$ cat config.mk
export PLATFORM = sky130hd
export DESIGN_NAME = scan_obs_selector
export DESIGN_NICKNAME = d
export VERILOG_FILES = /design/src/rtl/scan_sel_pkg.sv /design/src/rtl/scan_sel_step_decode.sv /design/src/rtl/scan_sel_stepper.sv /design/src/rtl/scan_sel_chain_mux.sv /design/src/rtl/scan_obs_selector.sv
export SDC_FILE = /design/constraint.sdc
export NUM_CORES = 1
export LEC_CHECK = 0
export BUFFER_PORTS_ARGS = -buffer_cell sky130_fd_sc_hd__buf_4
export CAP_MARGIN = 20
export CELL_PAD_IN_SITES_DETAIL_PLACEMENT = 0
export CELL_PAD_IN_SITES_GLOBAL_PLACEMENT = 2
export CORE_UTILIZATION = 34
export CTS_BUF_LIST = sky130_fd_sc_hd__clkbuf_16
export CTS_CLUSTER_DIAMETER = 120
export DETAILED_ROUTE_END_ITERATION = 12
export HOLD_SLACK_MARGIN = 0.12
export PLACE_DENSITY_LB_ADDON = 0.1
export REMOVE_ABC_BUFFERS = 1
export SKIP_CTS_REPAIR_TIMING = 1
export SLEW_MARGIN = 40
export SYNTH_ARGS = -nofsm -noshare
export SYNTH_HDL_FRONTEND = slang
export SYNTH_HIERARCHICAL = 1
export SYNTH_SLANG_ARGS = --single-unit
$ cat constraint.sdc
create_clock -name clk -period 11.39 [get_ports clk]
set_clock_uncertainty 0.05 [all_clocks]
set_input_delay 1.139 -clock clk [delete_from_list [all_inputs] [get_ports clk]]
set_output_delay 1.139 -clock clk [all_outputs]
set_load 0.01 [all_outputs]
$ cat src/rtl/scan_sel_pkg.sv
package scan_sel_pkg;
  // Width of an index that must hold values 0..n-1 (at least one bit).
  function automatic int idx_width(input int n);
    return (n <= 2) ? 1 : $clog2(n);
  endfunction
endpackage

$ cat src/rtl/scan_sel_step_decode.sv
module scan_sel_step_decode #(
  parameter int N_OPS = 3,
  parameter int OP_W = 2,
  parameter int STEP_W = 4,
  parameter logic [N_OPS*STEP_W-1:0] OP_SET = '0,
  parameter int STATIC_STEP = 1
) (
  input  logic                     dyn_mode,
  input  logic [OP_W-1:0]          op,
  output logic signed [STEP_W-1:0] step
);
  localparam int TBL_SIZE = 1 << OP_W;

  logic signed [STEP_W-1:0] tbl [TBL_SIZE];

  // Table of selectable steps; codes past N_OPS map to a hold step.
  for (genvar g = 0; g < TBL_SIZE; g++) begin : g_tbl
    if (g < N_OPS) begin : g_used
      assign tbl[g] = $signed(OP_SET[g*STEP_W +: STEP_W]);
    end else begin : g_hold
      assign tbl[g] = '0;
    end
  end

  always_comb begin
    if (dyn_mode) step = tbl[op];
    else          step = STEP_W'(STATIC_STEP);
  end
endmodule

$ cat src/rtl/scan_sel_stepper.sv
module scan_sel_stepper #(
  parameter int N_CHAINS = 5,
  parameter int IDX_W = 3,
  parameter int STEP_W = 4
) (
  input  logic [IDX_W-1:0]         cur,
  input  logic signed [STEP_W-1:0] step,
  output logic [IDX_W-1:0]         nxt
);
  localparam int SUM_W = ((IDX_W > STEP_W) ? IDX_W : STEP_W) + 2;
  localparam logic [SUM_W-1:0] N_EXT = SUM_W'(N_CHAINS);

  logic [STEP_W-1:0] neg_step;
  logic [SUM_W-1:0]  mag;
  logic [SUM_W-1:0]  sum;
  logic [SUM_W-1:0]  red;

  // Negative steps add N first so the sum never goes below zero.
  always_comb begin
    neg_step = -step;
    mag = step[STEP_W-1] ? SUM_W'(neg_step) : SUM_W'(step);
    if (step[STEP_W-1]) sum = SUM_W'(cur) + N_EXT - mag;
    else                sum = SUM_W'(cur) + mag;
    red = (sum >= N_EXT) ? (sum - N_EXT) : sum;
    nxt = red[IDX_W-1:0];
  end
endmodule

$ cat src/rtl/scan_sel_chain_mux.sv
module scan_sel_chain_mux #(
  parameter int N_CHAINS = 5,
  parameter int IDX_W = 3
) (
  input  logic [N_CHAINS-1:0] chain_out,
  input  logic [IDX_W-1:0]    sel,
  output logic                obs
);
  always_comb begin
    obs = 1'b0;
    for (int i = 0; i < N_CHAINS; i++) begin
      if (sel == IDX_W'(i)) obs = chain_out[i];
    end
  end
endmodule

$ cat src/rtl/scan_obs_selector.sv
module scan_obs_selector
  import scan_sel_pkg::*;
#(
  parameter int N_CHAINS = 5,
  parameter int STEP_W = 4,
  parameter int N_OPS = 3,
  parameter logic [N_OPS*STEP_W-1:0] OP_SET = 12'hEF1,
  parameter int STATIC_STEP = 1,
  localparam int IDX_W = idx_width(N_CHAINS),
  localparam int OP_W = idx_width(N_OPS)
) (
  input  logic                clk,
  input  logic                rst_n,
  input  logic [N_CHAINS-1:0] chain_out,
  input  logic                shift_en,
  input  logic                load,
  input  logic [IDX_W-1:0]    start_idx,
  input  logic                dyn_mode,
  input  logic [OP_W-1:0]     op,
  output logic                obs_bit,
  output logic                obs_valid
);
  logic signed [STEP_W-1:0] step;
  logic [IDX_W-1:0] idx_q, idx_d, stepped, sel_idx;
  logic fresh_q, fresh_d, upd_en;

  scan_sel_step_decode #(
    .N_OPS(N_OPS), .OP_W(OP_W), .STEP_W(STEP_W),
    .OP_SET(OP_SET), .STATIC_STEP(STATIC_STEP)
  ) u_dec (
    .dyn_mode(dyn_mode), .op(op), .step(step)
  );

  scan_sel_stepper #(
    .N_CHAINS(N_CHAINS), .IDX_W(IDX_W), .STEP_W(STEP_W)
  ) u_step (
    .cur(idx_q), .step(step), .nxt(stepped)
  );

  scan_sel_chain_mux #(
    .N_CHAINS(N_CHAINS), .IDX_W(IDX_W)
  ) u_mux (
    .chain_out(chain_out), .sel(sel_idx), .obs(obs_bit)
  );

  // A load wins; a stored but unused start index is observed once unstepped.
  always_comb begin
    if (load)         sel_idx = start_idx;
    else if (fresh_q) sel_idx = idx_q;
    else              sel_idx = stepped;
  end

  always_comb begin
    idx_d   = idx_q;
    fresh_d = fresh_q;
    upd_en  = shift_en | load;
    if (shift_en) begin
      idx_d   = sel_idx;
      fresh_d = 1'b0;
    end else if (load) begin
      idx_d   = start_idx;
      fresh_d = 1'b1;
    end
  end

  always_ff @(posedge clk or negedge rst_n) begin
    if (!rst_n) begin
      idx_q   <= '0;
      fresh_q <= 1'b1;
    end else if (upd_en) begin
      idx_q   <= idx_d;
      fresh_q <= fresh_d;
    end
  end

  assign obs_valid = shift_en;
endmodule

==> insert_results.sql, run 1 <==
INSERT INTO impl_metrics (metric_group, metric, value, unit) VALUES
('grt', 'number_of_antenna_violations_at_the_first_check_in_global_routing', '0', ''),
('grt', 'grt_first_pass_wirelength', '3170', 'um'),
('sta', 'min_period_over_period', '0.602', ''),
('route', 'drt_iter0_drc', '12', ''),
('route', 'num_vias', '708', ''),
('route', 'viasPerCell', '4.99', ''),
('placed_design', 'gp_congestion', '0.721', ''),
('grt', 'grt_overflow', '0', ''),
('sta', 'post-route-worst-setup-slack', '4.53', 'ns'),
('synth', 'netlist_instances', '100', ''),
('floorplan', 'initial_util', '0.373', ''),
('critical_path', 'regToRegEndpoint', 'idx_q[1]', ''),
('outcome', 'run_status', 'finished, final reports clean', ''),
('floorplan', 'core_footprint', '2300', 'sq um'),
('synth', 'most_instantiated_cells_after_synthesis', '13 x sky130_fd_sc_hd__inv_1, 11 x sky130_fd_sc_hd__ha_1, 10 x sky130_fd_sc_hd__nor2_1', ''),
('synth', 'count_of_cell_types_in_the_netlist', '36', ''),
('placed_design', 'post-place-ws', '4.52', 'ns'),
('cts', 'tritoncts.num_buffers', '3', ''),
('synth', 'synthDominantCellAreaShare', '0.161', ''),
('sta', 'grt_setup_unrepaired', 'false', ''),
('sta', 'relative_slew_slack', '0.670', ''),
('finish', 'final_cell_area', '1040', 'sq um'),
('critical_path', 'critical_path_class', 'input port to output pin', ''),
('cts', 'clk_path_buf_depth', '2', ''),
('floorplan', 'width_of_the_die', '52.2', 'um'),
('synth', 'synthFlopType', 'sky130_fd_sc_hd__dfrtp_1', ''),
('finish', 'antennaDiodeCount', '0', ''),
('sta', 'final_period_minus_worst_setup_slack', '6.86', 'ns'),
('critical_path', 'crit_path_start', 'op[1]', ''),
('synth', 'asyncSetResetFlopFracSynth', '1.00', ''),
('placed_design', 'detailed_place.area', '961', 'sq um'),
('floorplan', 'num_rows', '17', ''),
('power_and_ir_drop', 'power.density_cell_area', '216', 'nW/um^2'),
('synth', 'synthesis.yosys.warnings', '6', ''),
('placed_design', 'dp.final_hpwl', '1450', 'um'),
('critical_path', 'crit_path_start_kind', 'input port', ''),
('sta', 'setup-tns-final', '0', 'ns'),
('sta', 'tightest_slew', '0.490', 'ns'),
('critical_path', 'crit_path_end', 'obs_bit', ''),
('synth', 'synth_top_cells_by_area', 'sky130_fd_sc_hd__ha_1 16%, sky130_fd_sc_hd__mux2i_1 9.4%, sky130_fd_sc_hd__dfrtp_1 8.8%', ''),
('placed_design', 'place.port_buffers', '16', ''),
('route', 'wl_per_cell', '12.8', 'um'),
('route', 'detail_route.drc_violations', '0', ''),
('sta', 'clock.fmax', '0.146', 'GHz'),
('grt', 'track_usage', '0.158', ''),
('synth', 'synth_seq_area_share', '0.118', ''),
('synth', 'number_of_enable_flip_flop_cells_after_synthesis', '0', ''),
('cts', 'clock_sink_count', '4', ''),
('sta', 'setup_violations', '0', ''),
('finish', 'area_growth_from_synthesis_to_final_layout', '21.5', '%'),
('cts', 'ctsHtreeMaxLevel', '1', ''),
('sta', 'timing.final.max_slew_violations', '0', ''),
('worst_hold_path', 'hold_start', 'fresh_q', ''),
('cts', 'clkLatencyLatePin', '0.23', 'ns'),
('synth', 'syn_area', '856', 'sq um'),
('finish', 'drive_above_1_share', '0.246', ''),
('floorplan', 'area_of_the_die', '2720', 'sq um'),
('synth', 'synth.avg_cell_area', '8.56', 'sq um'),
('critical_path', 'reg2reg_depth', '11', ''),
('run', 'timing.max_cap.violations', '0', ''),
('synth', 'most_numerous_cell_in_the_yosys_netlist', 'sky130_fd_sc_hd__inv_1', ''),
('route', 'remaining_antenna_violation_count_after_routing', '0', ''),
('route', 'detailedRoute.firstPassIterationCount', '4', ''),
('critical_path', 'required', '10.20', 'ns'),
('cts', 'cts_tree', 'done', ''),
('worst_hold_path', 'worstHoldPathCells', '2', ''),
('route', 'totalWireLength', '1810', 'um'),
('critical_path', 'ff2ff_setup_slack', '8.20', 'ns'),
('floorplan', 'fp.dieH', '52.2', 'um'),
('finish', 'filler_cell_count', '229', ''),
('critical_path', 'r2r_start', 'idx_q[0]', '');
kinds of logic (layout without fill, tap and decap cells):
group	count (synthesis)	after routing	synth area share
mux	10	10	0.124
flops	4	4	0.118
fa+ha+maj	13	13	0.208
xor+xnor	7	7	0.0716
simple gates	28	28	0.192
compound gates	17	17	0.162
buf+inv	21	35	0.124
worst max-delay path: stages:
cell	delay, ns
sky130_fd_sc_hd__buf_4	0.11
sky130_fd_sc_hd__xor2_1	0.12
sky130_fd_sc_hd__and2_1	0.41
sky130_fd_sc_hd__inv_1	0.08
sky130_fd_sc_hd__ha_1	0.28
sky130_fd_sc_hd__nand2_1	0.05
sky130_fd_sc_hd__a21boi_0	0.43
sky130_fd_sc_hd__inv_1	0.17
sky130_fd_sc_hd__fa_1	0.49
sky130_fd_sc_hd__mux2_2	0.31
sky130_fd_sc_hd__ha_1	0.18
sky130_fd_sc_hd__nand2b_1	0.18
sky130_fd_sc_hd__a221oi_2	0.34
sky130_fd_sc_hd__a21oi_2	0.10
sky130_fd_sc_hd__mux2i_1	0.21
sky130_fd_sc_hd__mux2i_1	0.10
sky130_fd_sc_hd__mux2i_1	0.29
sky130_fd_sc_hd__mux2_4	0.34
sky130_fd_sc_hd__nand3b_2	0.07
sky130_fd_sc_hd__o311ai_1	0.10
sky130_fd_sc_hd__buf_4	0.16
worst min-delay path by stage:
stage,endpoint,slack (ns)
after detailed placement,fresh_q,0.52
after floorplan,fresh_q,0.48
after global routing,fresh_q,0.54
after global placement,fresh_q,0.51
final,fresh_q,0.52
after CTS,fresh_q,0.52
final cells by class:
| cell class | count | area (sq um) | area share |
|---|---|---|---|
| Sequential cell | 4 | 101 | 0.0975 |
| Tap cell | 28 | 35.0 | 0.0337 |
| Clock buffer | 3 | 75.1 | 0.0722 |
| Clock inverter | 1 | 3.75 | 0.00361 |
| Timing Repair Buffer | 16 | 120 | 0.116 |
| Inverter | 15 | 56.3 | 0.0542 |
| Multi-Input combinational cell | 75 | 648 | 0.623 |
through the flow:
step | hold WS, ns | power [uW] | utilization | instances
floorplan | 0.482 | 136 | - | 94
global placement | 0.510 | 169 | 0.418 | 138
detailed placement | 0.516 | 169 | 0.418 | 138
CTS | 0.518 | 226 | 0.453 | 142
global route | 0.536 | 249 | 0.453 | 142
finish | 0.517 | 225 | 0.453 | 142
layer usage:
layer  global-route usage  part of all wire
met5                    0                 0
met4               0.0526            0.0066
met3               0.0174             0.021
met2                0.256              0.45
met1                0.216              0.52
cell usage in the layout (no fill, tap or decap), types with 2 or more instances in the layout:
master,n
sky130_fd_sc_hd__a21o_1,3
sky130_fd_sc_hd__a21oi_1,4
sky130_fd_sc_hd__a221oi_1,3
sky130_fd_sc_hd__buf_4,16
sky130_fd_sc_hd__clkbuf_16,3
sky130_fd_sc_hd__dfrtp_1,3
sky130_fd_sc_hd__fa_1,2
sky130_fd_sc_hd__ha_1,11
sky130_fd_sc_hd__inv_1,14
sky130_fd_sc_hd__mux2i_1,8
sky130_fd_sc_hd__nand2_1,3
sky130_fd_sc_hd__nand2b_1,3
sky130_fd_sc_hd__nand4_1,2
sky130_fd_sc_hd__nor2_1,10
sky130_fd_sc_hd__nor4b_1,4
sky130_fd_sc_hd__xnor2_1,5
sky130_fd_sc_hd__xor2_1,2
report_power, final:
group,internal [uW],switching [uW]
clock network,45.3,10.2
registers,17.3,5.79
logic,68.3,78.0
total,131,93.9
registers in the layout, summed over array words and instances, names as in the netlist:
name and count:
idx_q 3, fresh_q 1
Note: power is estimated with default switching activity, not from simulation.
==> inputs of run 2 (changes only) <==
--- a/config.mk
+++ b/config.mk
@@ -9,7 +9,7 @@
 export CAP_MARGIN = 20
 export CELL_PAD_IN_SITES_DETAIL_PLACEMENT = 0
 export CELL_PAD_IN_SITES_GLOBAL_PLACEMENT = 2
-export CORE_UTILIZATION = 34
+export CORE_UTILIZATION = 29
 export CTS_BUF_LIST = sky130_fd_sc_hd__clkbuf_16
 export CTS_CLUSTER_DIAMETER = 120
 export DETAILED_ROUTE_END_ITERATION = 12
==> constraint.sdc (replaced) <==
create_clock -name clk -period 6.1 [get_ports clk]
set_clock_uncertainty 0.05 [all_clocks]
set_input_delay 0.61 -clock clk [delete_from_list [all_inputs] [get_ports clk]]
set_output_delay 0.61 -clock clk [all_outputs]
set_load 0.01 [all_outputs]
==> insert_results.sql, run 2 (synthesized netlist as in run 1, its figures left out) <==
INSERT INTO impl_metrics (metric_group, metric, value, unit) VALUES
('sta', 'post-route-worst-setup-slack', '0.603', 'ns'),
('critical_path', 'critical_path.endpoint_type', 'output pin', ''),
('route', 'num_vias', '723', ''),
('power_and_ir_drop', 'combinationalPowerShare', '0.646', ''),
('placed_design', 'place.port_buffers', '16', ''),
('run', 'timing.max_cap.violations', '0', ''),
('power_and_ir_drop', 'clockPowerShare', '0.247', ''),
('grt', 'grt_start_max_net_pins', '14', ''),
('finish', 'sequential_cell_area', '101', 'sq um'),
('cts', 'clkLatencyLatePin', '0.22', 'ns'),
('floorplan', 'ios', '17', ''),
('critical_path', 'worstPathCellList', 'buf_4 -> xor2_1 -> and2_1 -> inv_1 -> ha_1 -> nand2_1 -> a21boi_0 -> buf_4 -> fa_1 -> mux2_2 -> ha_1 -> nand2b_1 -> a21o_1 -> a31oi_2 -> a21oi_2 -> mux2i_1 -> mux2i_1 -> mux2i_1 -> mux2_4 -> nand3b_2 -> o311ai_1 -> buf_4', ''),
('power_and_ir_drop', 'intPower', '245', 'uW'),
('placed_design', 'post-place-ws', '0.537', 'ns'),
('floorplan', 'width_of_the_die', '56.3', 'um'),
('floorplan', 'initial_util', '0.308', ''),
('finish', 'final_cell_area', '1050', 'sq um'),
('placed_design', 'gp_congestion', '0.737', ''),
('finish', 'antennaDiodeCount', '0', ''),
('sta', 'grt_setup_unrepaired', 'false', ''),
('outcome', 'run_status', 'finished, final reports clean', ''),
('grt', 'grtUsageMet3', '0.0138', ''),
('grt', 'grt_overflow', '0', ''),
('sta', 'report.final.hold_viol_count', '0', ''),
('cts', 'clk_path_buf_depth', '2', ''),
('critical_path', 'critical-path-slowest-cell', 'sky130_fd_sc_hd__fa_1', ''),
('route', 'totalWireLength', '1860', 'um'),
('sta', 'setup_violations', '0', ''),
('finish', 'filler_cell_count', '283', ''),
('grt', 'grt_first_pass_wirelength', '3260', 'um'),
('sta', 'min_period_over_period', '0.901', ''),
('cts', 'ctsHtreeMaxLevel', '1', ''),
('grt', 'grt-busiest-layer', 'met1', ''),
('finish', 'layout.cells.most_common_list', '17 x sky130_fd_sc_hd__buf_4, 14 x sky130_fd_sc_hd__inv_1, 11 x sky130_fd_sc_hd__ha_1', ''),
('critical_path', 'critical_path_class', 'input port to output pin', ''),
('finish', 'number_of_flip_flops_under_the_largest_register_name', '3', ''),
('placed_design', 'detailed_place.area', '972', 'sq um'),
('sta', 'clock.fmax', '0.182', 'GHz'),
('sta', 'holdWs', '0.120', 'ns'),
('route', 'remaining_antenna_violation_count_after_routing', '0', ''),
('floorplan', 'core_footprint', '2780', 'sq um'),
('cts', 'tritoncts.num_buffers', '3', ''),
('cts', 'clk_pin_slew', '0.03', 'ns'),
('power_and_ir_drop', 'power.net_switching', '172', 'uW'),
('finish', 'multi_input_area', '648', 'sq um'),
('power_and_ir_drop', 'sequentialPowerShare', '0.106', ''),
('power_and_ir_drop', 'switching_share', '0.411', ''),
('grt', 'number_of_antenna_violations_at_the_first_check_in_global_routing', '0', ''),
('grt', 'track_usage', '0.135', ''),
('cts', 'cts_root_buf', 'sky130_fd_sc_hd__clkbuf_16', ''),
('power_and_ir_drop', 'vdd.ir_drop.worst', '0.307', 'mV'),
('grt', 'via_count_of_the_first_global_routing_pass', '673', ''),
('sta', 'tightest_slew', '0.432', 'ns'),
('critical_path', 'critPathArrivalTime', '4.84', 'ns'),
('sta', 'setup-tns-final', '0', 'ns'),
('route', 'viasPerCell', '4.95', ''),
('finish', 'largest_registers', 'idx_q x3, fresh_q x1', ''),
('power_and_ir_drop', 'power.density_cell_area', '397', 'nW/um^2'),
('critical_path', 'required', '5.44', 'ns'),
('critical_path', 'critical-path-max-stage-delay', '0.42', 'ns'),
('cts', 'clock_sink_count', '4', ''),
('worst_hold_path', 'worst_hold_path_class', 'input port to asynchronous set/reset pin', ''),
('floorplan', 'area_of_the_die', '3170', 'sq um'),
('finish', 'drive_above_1_share', '0.252', ''),
('sta', 'relative_slew_slack', '0.712', ''),
('critical_path', 'crit_path_start_kind', 'input port', ''),
('grt', 'met2_usage', '0.184', ''),
('sta', 'timing.final.max_slew_violations', '0', ''),
('finish', 'final_common_cell', 'sky130_fd_sc_hd__buf_4', ''),
('route', 'drt_iter0_drc', '21', ''),
('route', 'detailedRoute.firstPassIterationCount', '4', ''),
('finish', 'area_growth_from_synthesis_to_final_layout', '22.8', '%'),
('floorplan', 'num_rows', '19', ''),
('cts', 'cts_tree', 'done', ''),
('placed_design', 'dp.final_hpwl', '1510', 'um'),
('floorplan', 'fp.dieH', '56.3', 'um'),
('power_and_ir_drop', 'p_leak', '0.000516', 'uW'),
('sta', 'final_period_minus_worst_setup_slack', '5.50', 'ns'),
('route', 'detail_route.drc_violations', '0', ''),
('grt', 'gr-usage-met1', '0.210', ''),
('finish', 'max_flop_register', 'idx_q', ''),
('route', 'wl_per_cell', '12.7', 'um'),
('finish', 'nets', '144', ''),
('critical_path', 'worstPathMaxFanout', '12', '');
run 2: worst paths after layout:
| path | startpoint | endpoint | slack [ns] | cells after the start |
|---|---|---|---|---|
| max | op[1] | obs_bit | 0.60 | 22 |
| min | rst_n | idx_q[2] | 0.12 | 1 |
| max reg2reg | idx_q[0] | idx_q[0] | 2.92 | 12 |
| min reg2reg | fresh_q | fresh_q | 0.53 | 2 |
| max in group asynchronous | rst_n | fresh_q | 5.69 | 1 |
| min in group clk | shift_en | fresh_q | 0.51 | 2 |
run 2: power groups by stage:
| stage | logic (uW) | registers (uW) | clock network (uW) |
|---|---|---|---|
| 3_3_place_gp | 271 | 44.9 | 0 |
| 4_1_cts | 273 | 45.0 | 105 |
| 5_1_grt | 307 | 46.5 | 107 |
| 6_report | 270 | 44.4 | 103 |
| 3_5_place_dp | 272 | 45.4 | 0 |
| 2_1_floorplan | 215 | 39.4 | 0 |
run 2: critical path: cells and delay by family:
family / cells / cell delay [ns]
and+or+nand+nor: 4 / 0.70
adders and majority gates: 3 / 0.88
xor gates and xnor gates: 1 / 0.12
muxes: 5 / 1.23
AOI/OAI and AO/OA: 5 / 0.75
buffers and inverters: 4 / 0.54
run 2: area by class of cell:
cell class                      instances  share of cell area
Clock buffer                            3              0.0714
Sequential cell                         4              0.0964
Timing Repair Buffer                   17               0.121
Tap cell                               31              0.0369
Multi-Input combinational cell         75               0.617
Inverter                               15              0.0536
Clock inverter                          1             0.00357
run 2: per-layer routing:
layer  wire length, um  vias to the layer above
li1                  -                      381
met1               988                      322
met2               804                       18
met3                51                        2
met4                14                        0
met5                 0                        -
run 2: metrics by stage:
step,utilization,cells,power [uW]
detailed placement,0.350,142,317
CTS,0.378,146,423
global route,0.378,146,460
floorplan,-,94,254
finish,0.378,146,417
global placement,0.350,142,316
==> inputs of run 3 (changes only) <==
--- a/config.mk
+++ b/config.mk
@@ -15,7 +15,7 @@
 export DETAILED_ROUTE_END_ITERATION = 12
 export HOLD_SLACK_MARGIN = 0.12
 export PLACE_DENSITY_LB_ADDON = 0.1
-export REMOVE_ABC_BUFFERS = 1
+export RECOVER_POWER = 25
 export SKIP_CTS_REPAIR_TIMING = 1
 export SLEW_MARGIN = 40
 export SYNTH_ARGS = -nofsm -noshare
==> insert_results.sql, run 3 (synthesized netlist as in run 1, its figures left out) <==
INSERT INTO impl_metrics (metric_group, metric, value, unit) VALUES
('outcome', 'run_status', 'finished, final reports clean', ''),
('sta', 'report.final.hold_viol_count', '0', ''),
('floorplan', 'initial_util', '0.308', ''),
('sta', 'final_period_minus_worst_setup_slack', '5.70', 'ns'),
('power_and_ir_drop', 'vdd.ir_drop.worst', '0.215', 'mV'),
('critical_path', 'critical_path_class', 'input port to output pin', ''),
('power_and_ir_drop', 'clockPowerShare', '0.248', ''),
('power_and_ir_drop', 'sequentialPowerShare', '0.103', ''),
('finish', 'final_common_cell', 'sky130_fd_sc_hd__buf_4', ''),
('cts', 'clkLatencyLatePin', '0.23', 'ns'),
('route', 'remaining_antenna_violation_count_after_routing', '0', ''),
('worst_hold_path', 'hold_start', 'shift_en', ''),
('finish', 'layout.cells.most_common_list', '16 x sky130_fd_sc_hd__buf_4, 14 x sky130_fd_sc_hd__inv_1, 11 x sky130_fd_sc_hd__ha_1', ''),
('critical_path', 'worstPathCellList', 'buf_4 -> xor2_1 -> and2_1 -> inv_1 -> ha_1 -> nand2_1 -> a21boi_0 -> inv_1 -> fa_1 -> mux2_2 -> ha_1 -> nand2b_1 -> a21o_1 -> a31oi_2 -> a21oi_2 -> mux2i_1 -> mux2i_1 -> mux2i_1 -> mux2_4 -> nand3b_2 -> o311ai_1 -> buf_4', ''),
('placed_design', 'place.port_buffers', '16', ''),
('critical_path', 'r2r_start', 'idx_q[0]', ''),
('critical_path', 'ff2ff_setup_slack', '2.79', 'ns'),
('sta', 'clock.fmax', '0.175', 'GHz'),
('grt', 'via_count_of_the_first_global_routing_pass', '680', ''),
('worst_hold_path', 'worstHoldPathCells', '2', ''),
('floorplan', 'core_footprint', '2780', 'sq um'),
('grt', 'track_usage', '0.134', ''),
('sta', 'setup-tns-final', '0', 'ns'),
('route', 'wl_per_cell', '12.8', 'um'),
('grt', 'grt_overflow', '0', ''),
('sta', 'timing.final.max_slew_violations', '0', ''),
('critical_path', 'critPathArrivalTime', '5.04', 'ns'),
('critical_path', 'reg2reg_depth', '12', ''),
('finish', 'antennaDiodeCount', '0', ''),
('floorplan', 'area_of_the_die', '3170', 'sq um'),
('finish', 'max_flop_register', 'idx_q', ''),
('floorplan', 'ios', '17', ''),
('critical_path', 'crit_top_cell', 'sky130_fd_sc_hd__mux2i_1', ''),
('critical_path', 'regToRegEndpoint', 'idx_q[1]', ''),
('cts', 'cts_root_buf', 'sky130_fd_sc_hd__clkbuf_16', ''),
('cts', 'clk_path_buf_depth', '2', ''),
('cts', 'clock_sink_count', '4', ''),
('route', 'detail_route.drc_violations', '0', ''),
('critical_path', 'critical-path-max-stage-delay', '0.52', 'ns'),
('finish', 'finish.utilization', '0.380', ''),
('run', 'timing.max_cap.violations', '0', ''),
('finish', 'filler_cell_count', '302', ''),
('cts', 'clk_pin_slew', '0.03', 'ns'),
('placed_design', 'gp_congestion', '0.791', ''),
('critical_path', 'crit_path_start_kind', 'input port', ''),
('grt', 'grt_start_max_net_pins', '14', ''),
('route', 'drt_iter0_drc', '16', ''),
('grt', 'number_of_antenna_violations_at_the_first_check_in_global_routing', '0', ''),
('cts', 'ctsHtreeMaxLevel', '1', ''),
('critical_path', 'path_delay_family', 'multiplexers', ''),
('cts', 'cts_tree', 'done', ''),
('sta', 'min_period_over_period', '0.934', ''),
('sta', 'tightest_slew', '0.439', 'ns'),
('power_and_ir_drop', 'power.net_switching', '181', 'uW'),
('power_and_ir_drop', 'switching_share', '0.422', ''),
('synth', 'synthesized_nets', '128', ''),
('worst_hold_path', 'hold-path-endpoint', 'fresh_q', ''),
('power_and_ir_drop', 'p_leak', '0.000516', 'uW'),
('finish', 'area_growth_from_synthesis_to_final_layout', '23.5', '%'),
('route', 'detailedRoute.firstPassIterationCount', '4', ''),
('finish', 'nets', '145', ''),
('finish', 'number_of_flip_flops_under_the_largest_register_name', '3', ''),
('route', 'totalWireLength', '1880', 'um'),
('worst_hold_path', 'worst_hold_path_class', 'input port to flop', ''),
('route', 'viasPerCell', '4.94', ''),
('route', 'num_vias', '726', ''),
('floorplan', 'fp.dieH', '56.3', 'um'),
('power_and_ir_drop', 'intPower', '247', 'uW'),
('sta', 'grt_setup_unrepaired', 'false', ''),
('finish', 'drive_above_1_share', '0.241', ''),
('critical_path', 'critical_path_buf_inv_count', '4', ''),
('power_and_ir_drop', 'combinationalPowerShare', '0.649', ''),
('floorplan', 'num_rows', '19', ''),
('cts', 'tritoncts.num_buffers', '3', ''),
('critical_path', 'critical-path-slowest-cell', 'sky130_fd_sc_hd__fa_1', ''),
('grt', 'grt_first_pass_wirelength', '3240', 'um'),
('critical_path', 'worstPathMaxFanout', '12', ''),
('power_and_ir_drop', 'power.density_cell_area', '404', 'nW/um^2'),
('critical_path', 'required', '5.44', 'ns'),
('critical_path', 'critical_path.endpoint_type', 'output pin', ''),
('placed_design', 'dp.final_hpwl', '1510', 'um'),
('sta', 'relative_slew_slack', '0.707', ''),
('sta', 'setup_violations', '0', ''),
('finish', 'largest_registers', 'idx_q x3, fresh_q x1', ''),
('floorplan', 'width_of_the_die', '56.3', 'um');
## run 3: cell count changes in the layout (fill, tap and decap cells not counted), sizes merged
cell	previous run	this run
buf	17	16
clkbuf	3	4
dlygate4sd3	0	1
## run 3: layer usage
metal / GRT usage / up-vias / wire length [um]
met5: 0 / - / 0
met4: 0.0627 / 0 / 24
met3: 0.0138 / 2 / 72
met2: 0.192 / 21 / 775
met1: 0.199 / 322 / 1000
li1: - / 381 / -
## run 3: how the worst max path moves through the flow
stage	from	depth (start not counted)	end
floorplan	op[0]	20	obs_bit
global placement	op[1]	22	obs_bit
detailed placement	op[1]	22	obs_bit
CTS	op[1]	22	obs_bit
global route	op[1]	22	obs_bit
finish	op[1]	22	obs_bit
## run 3: power groups by stage
stage / clock, uW / sequential, uW / combinational (uW)
floorplan: 0 / 38.6 / 220
global placement: 0 / 44.6 / 272
detailed placement: 0 / 44.8 / 275
CTS: 109 / 44.6 / 277
global route: 110 / 45.0 / 311
finish: 106 / 43.8 / 278
## run 3: final cells by class
| cell class | count | area (sq um) | share of cell area |
|---|---|---|---|
| Multi-Input combinational cell | 75 | 648 | 0.613 |
| Clock inverter | 1 | 3.75 | 0.00355 |
| Timing Repair Buffer | 18 | 134 | 0.127 |
| Inverter | 15 | 56.3 | 0.0533 |
| Sequential cell | 4 | 101 | 0.0959 |
| Tap cell | 31 | 38.8 | 0.0367 |
| Clock buffer | 3 | 75.1 | 0.0710 |
## run 3: metrics by stage
stage	total power [uW]	setup slack, ns	cell area, sq um	hold WS, ns	instances
2_1_floorplan	259	1.20	856	0.264	100
3_3_place_gp	317	0.449	972	0.355	142
3_5_place_dp	320	0.425	972	0.357	142
4_1_cts	430	0.382	1050	0.116	146
5_1_grt	466	0.0853	1060	0.510	147
6_report	427	0.400	1060	0.494	147
